===== src/rtl/desat_guard_pkg.sv =====
package desat_guard_pkg;
  // width needed to hold the values 0..max
  function automatic int cnt_w(input int max);
    return (max < 2) ? 1 : $clog2(max + 1);
  endfunction
endpackage


===== src/rtl/desat_guard_sync.sv =====
module desat_guard_sync #(
  parameter int   STAGES  = 2,
  parameter logic RST_VAL = 1'b0
) (
  input  logic clk,
  input  logic rst_n,
  input  logic d,
  output logic q
);
  logic [STAGES-1:0] stg_q;
  logic [STAGES-1:0] stg_d;

  generate
    if (STAGES == 1) begin : g_one
      always_comb stg_d = d;
    end else begin : g_many
      always_comb stg_d = {stg_q[STAGES-2:0], d};
    end
  endgenerate

  always_ff @(posedge clk or negedge rst_n) begin
    if (!rst_n) stg_q <= {STAGES{RST_VAL}};
    else        stg_q <= stg_d;
  end

  assign q = stg_q[STAGES-1];
endmodule


===== src/rtl/desat_guard_cnt.sv =====
module desat_guard_cnt
  import desat_guard_pkg::*;
#(
  parameter int MAX = 4
) (
  input  logic clk,
  input  logic rst_n,
  input  logic clr,
  output logic done
);
  localparam int         W   = cnt_w(MAX);
  localparam logic [W-1:0] LIM = W'(MAX);

  logic [W-1:0] cnt_q;
  logic [W-1:0] cnt_d;

  always_comb begin
    cnt_d = cnt_q;
    if (clr)               cnt_d = '0;
    else if (cnt_q != LIM) cnt_d = cnt_q + 1'b1;
  end

  always_ff @(posedge clk or negedge rst_n) begin
    if (!rst_n) cnt_q <= '0;
    else        cnt_q <= cnt_d;
  end

  assign done = (cnt_q == LIM);
endmodule


===== src/rtl/desat_guard.sv =====
module desat_guard #(
  parameter int MASK_CYC    = 30,
  parameter int REPORT_CYC  = 150,
  parameter int DEB_CYC     = 50,
  parameter int SYNC_STAGES = 2
) (
  input  logic clk,
  input  logic rst_n,
  input  logic drive_cmd,
  input  logic desat_raw,
  input  logic clr_n_raw,
  output logic blank_sw,
  output logic soft_off_en,
  output logic force_off,
  output logic fault_n
);
  logic desat_s;
  logic clr_s;
  logic eff_on;
  logic mask_done;
  logic rpt_done;
  logic deb_done;
  logic flt_q;
  logic flt_d;

  desat_guard_sync #(.STAGES(SYNC_STAGES), .RST_VAL(1'b0)) u_sync_desat (
    .clk(clk), .rst_n(rst_n), .d(desat_raw), .q(desat_s));

  desat_guard_sync #(.STAGES(SYNC_STAGES), .RST_VAL(1'b1)) u_sync_clr (
    .clk(clk), .rst_n(rst_n), .d(clr_n_raw), .q(clr_s));

  assign force_off = flt_q | ~clr_s;
  assign eff_on    = drive_cmd & ~force_off;

  // on-time mask, restarts whenever the effective drive drops
  desat_guard_cnt #(.MAX(MASK_CYC)) u_mask (
    .clk(clk), .rst_n(rst_n), .clr(~eff_on), .done(mask_done));

  // deferral of the fault report
  desat_guard_cnt #(.MAX(REPORT_CYC)) u_report (
    .clk(clk), .rst_n(rst_n), .clr(~flt_q), .done(rpt_done));

  // low time of the clear input, restarts when it goes high
  desat_guard_cnt #(.MAX(DEB_CYC)) u_debounce (
    .clk(clk), .rst_n(rst_n), .clr(clr_s), .done(deb_done));

  always_comb begin
    if (flt_q) flt_d = ~(clr_s & deb_done);
    else       flt_d = eff_on & mask_done & desat_s;
  end

  always_ff @(posedge clk or negedge rst_n) begin
    if (!rst_n) flt_q <= 1'b0;
    else        flt_q <= flt_d;
  end

  assign blank_sw    = ~(eff_on & mask_done);
  assign soft_off_en = flt_q;
  assign fault_n     = ~(flt_q & rpt_done);
endmodule


===== config.mk =====
export PLATFORM = sky130hd
export DESIGN_NAME = desat_guard
export DESIGN_NICKNAME = d
export VERILOG_FILES = /design/src/rtl/desat_guard_pkg.sv /design/src/rtl/desat_guard_sync.sv /design/src/rtl/desat_guard_cnt.sv /design/src/rtl/desat_guard.sv
export SDC_FILE = /design/constraint.sdc
export NUM_CORES = 1
export LEC_CHECK = 0
export BUFFER_PORTS_ARGS = -buffer_cell sky130_fd_sc_hd__buf_2
export CAP_MARGIN = 20
export CORE_ASPECT_RATIO = 0.75
export CORE_MARGIN = 1.5
export CORE_UTILIZATION = 25
export DETAILED_ROUTE_END_ITERATION = 12
export GPL_TIMING_DRIVEN = 0
export PLACE_DENSITY = 0.48
export SLEW_MARGIN = 40
export SYNTH_ARGS = -nofsm -noshare
export SYNTH_HDL_FRONTEND = slang
export SYNTH_SLANG_ARGS = --single-unit

===== constraint.sdc =====
create_clock -name clk -period 3.5 [get_ports clk]
set_clock_uncertainty 0.05 [all_clocks]
set_input_delay 0.35 -clock clk [delete_from_list [all_inputs] [get_ports clk]]
set_output_delay 0.35 -clock clk [all_outputs]
set_load 0.02 [all_outputs]

==> results.md <==
Status:
- The flow ran to the end, and the final reports show no timing, DRC or antenna violations.

Routing:
- The length of the first detailed-routing pass in iterations is 4.
- The post-route antenna net violation count is 0.
- After the first detailed-routing iteration, the DRC count stood at 38.
- The routed design has 2.13 mm of wire.
- In the routed design, unresolved DRC markers number 0.
- Detailed routing inserted a total of 828 vias.
- The post-detailed-route via-to-cell ratio is 4.55.
- After detailed routing, the average wire length per cell comes to 11.7 um.

Worst setup path:
- The worst register-to-register path has a depth of 5.
- In this run the critical register-to-register path is captured at u_debounce.cnt_q[0].
- The signal arrival time at the worst endpoint is 1.62 ns.
- The kind of launch point of the worst setup path is a flop.
- The startpoint identified for the worst register-to-register timing path is u_debounce.cnt_q[0].
- The top fanout value on the critical path is 5.
- The required time of the worst setup path is 3.10 ns.
- The worst register-to-register path has a setup slack of 1.97 ns.
- The critical path is of the flop to primary output type.
- The worst setup path is captured at a primary output.

GRT:
- Entering global routing, the biggest net connects 25 pins.
- The total global routing track utilization is 9.85%.
- The via count of the first global-routing pass is 861.
- The first-pass GRT wire length is 3.97 mm.
- The global-route congestion overflow total is 0.
- The initial antenna violation count came to 0.

Floorplan:
- The number of placement rows is 21.
- In this run the standard cell core region covers 4520 um^2.
- The horizontal extent of the die is 82.8 um.
- The full die area is 5200 um^2.
- The die height is 62.8 um.
- During I/O placement, the number of pins put on the boundary was 9.
- Once the floorplan was initialized, standard cells occupied 26.4% of the core.

Cells and area:
- The post-layout instance area is 1380 um^2.
- The filler cell count is 470.
- At the end of the flow the core is filled with cells to 30.5%.
- The antenna diode count is 0.
- Summing all multi-input logic gate instances after layout gives 567 um^2.
- The proportion of layout cells with a drive suffix above 1 is 13.6%.
- The sequential cell area is 603 um^2.
- The count of cells in the finished layout, fillers not included, comes to 182.
- The net total in the final layout is 137.
- The area growth from synthesis to layout is 15.3%.

Timing:
- The total of endpoints with negative setup slack in the final report is 0.
- The worst slew margin relative to its limit is 64.2%.
- The final critical delay including setup and external delays is 2.02 ns.
- The count of endpoints failing hold in the final timing report is 0.
- The fmax is 496 MHz.
- The worst hold-check slack is 0.00699 ns.
- The worst path uses 57.6% of the clock period.
- The total count of max-transition violations in the final report is 0.
- At the pin with the least slew margin, the transition time is 0.537 ns.
- For the final routed database, the setup TNS stands at 0 ns.
- Setup repair after global routing left no endpoint under its margin.
- Setup slack closes at 1.48 ns.

Pwr:
- The static power due to leakage is 0.593 nW.
- After layout, the design draws a total of 0.552 mW.
- In this run the power density over the cells is 401 nW/um^2.
- The largest voltage drop on the vdd net is 0.228 mV.

Synthesis:
- The flop and latch count out of synthesis is 24.
- The most common cell in the synthesized netlist is sky130_fd_sc_hd__dfrtp_1.
- The count of flip-flops with a built-in enable after synthesis is 0.
- The sequential fraction of the synthesis area is 50.5%.
- By area the synthesized netlist is led by sky130_fd_sc_hd__dfrtp_1, sky130_fd_sc_hd__ha_1, sky130_fd_sc_hd__dfstp_2.
- Synthesis produced 113 cells.
- By count the netlist is led by sky130_fd_sc_hd__dfrtp_1, sky130_fd_sc_hd__nor2_1, sky130_fd_sc_hd__nand2_1.
- The net count after synthesis is 124.
- The most used flip-flop cell after synthesis is sky130_fd_sc_hd__dfrtp_1.
- The synthesized cell area is 1190 um^2.
- The top cell type by area accounts for 46.1% of the synthesized area.
- The average cell area after synthesis is 10.6 um^2.
- After synthesis, the share of flip-flops with an asynchronous set or reset is 100%.
- The synthesized design spends more area on one cell type than any other, namely sky130_fd_sc_hd__dfrtp_1.
- The warning count from the yosys run is 0.
- The count of distinct cell types in the synthesized netlist is 37.

Clock network:
- Clock tree synthesis found a total of 24 sinks.
- The tree is rooted in a sky130_fd_sc_hd__clkbuf_8.
- The total clock buffers created by CTS is 3.
- After clock tree synthesis, the clock-pin slew on the worst setup and hold paths is 0.08 ns.
- TritonCTS built the clock tree.
- No sink is reached through more buffers than the 2 on the longest clock path.
- The H-tree depth is 1.
- Buffers added to address setup during post-CTS repair amount to 0.
- The count of hold-fix buffers inserted at cts is 0.
- At the later pin of the worst-skew pair, clock insertion delay measures 0.26 ns.
- In this run, post-CTS repair resized a total of 0 instances.

Job:
- Across the run, the number of max-cap violations was 0.

Place:
- At the placement stage, the worst setup path has a slack of 1.75 ns.
- The number of placed instances, taps included, is 178.
- The placed wire-length estimate is 1.56 mm.
- The quantity of I/O buffers inserted on ports is 8.
- The congestion estimate from routability-driven global placement came to 0.808.
- The instance area after placement is 1310 um^2.

Min path:
- The worst min-delay path category is input pin to asynchronous set/reset pin.
layout by cell type, fill, tap and decap left out, types with 4 or more instances in the layout:
cell / instances
sky130_fd_sc_hd__nand2b_1: 6
sky130_fd_sc_hd__inv_1: 4
sky130_fd_sc_hd__ha_1: 6
sky130_fd_sc_hd__nor2_1: 11
sky130_fd_sc_hd__dfrtp_1: 22
sky130_fd_sc_hd__nand3_1: 9
sky130_fd_sc_hd__nand2_1: 10
sky130_fd_sc_hd__mux2i_1: 4
sky130_fd_sc_hd__buf_2: 9
cell families after synthesis:
| group | Yosys count | share of synthesized area [%] |
|---|---|---|
| flops | 24 | 50.5 |
| compound gates | 14 | 8.07 |
| fa+ha+maj | 6 | 6.29 |
| buf+inv | 6 | 1.99 |
| simple gates | 53 | 24.9 |
| xor+xnor | 4 | 2.94 |
| mux | 6 | 5.24 |
registers in the layout, summed over array words and instances (netlist names):
signal              count
u_mask.cnt_q            5
u_debounce.cnt_q        6
u_report.cnt_q          8
soft_off_en             1
u_sync_desat.stg_q      2
u_sync_clr.stg_q        2
worst max-delay path, cell delays in order, from the launching register on:
cell and delay (ns):
sky130_fd_sc_hd__dfrtp_1 0.43, sky130_fd_sc_hd__inv_1 0.09, sky130_fd_sc_hd__ha_1 0.16, sky130_fd_sc_hd__nand2_1 0.06
sky130_fd_sc_hd__nor3_2 0.34, sky130_fd_sc_hd__nand2_1 0.10, sky130_fd_sc_hd__buf_2 0.17
report_power, final:
part | leakage [nW] | total [mW] | switching, mW | internal (mW)
Clock | 0.0357 | 0.240 | 0.0868 | 0.153
Combinational | 0.237 | 0.0230 | 0.0143 | 0.00876
Sequential | 0.320 | 0.290 | 0.00578 | 0.284
area by class of cell:
cell class | count | share of cell area [%]
plain buffers | 2 | 0.636
clock inverters | 1 | 2.18
multi-input cells | 83 | 41.2
clock buffers | 3 | 3.00
inverters | 4 | 1.09
well taps | 57 | 5.18
flip-flops and latches | 24 | 43.8
repair buffers | 8 | 2.91
per-layer routing:
layer	vias to the layer above	wire length (um)	global-route usage (%)
li1	415	-	-
met2	11	1010	16.1
met4	0	27	2.50
met3	2	40	2.19
met1	400	1050	13.0
met5	-	0	0
worst max path at each step:
stage | startpoint | to | depth (start not counted)
after floorplan | u_mask.cnt_q[0] | blank_sw | 4
after global placement | u_report.cnt_q[0] | fault_n | 6
after detailed placement | u_report.cnt_q[0] | fault_n | 6
after CTS | u_report.cnt_q[0] | fault_n | 6
after global routing | u_report.cnt_q[0] | fault_n | 6
final | u_report.cnt_q[0] | fault_n | 6
Note: power is estimated with default switching activity, not from simulation.
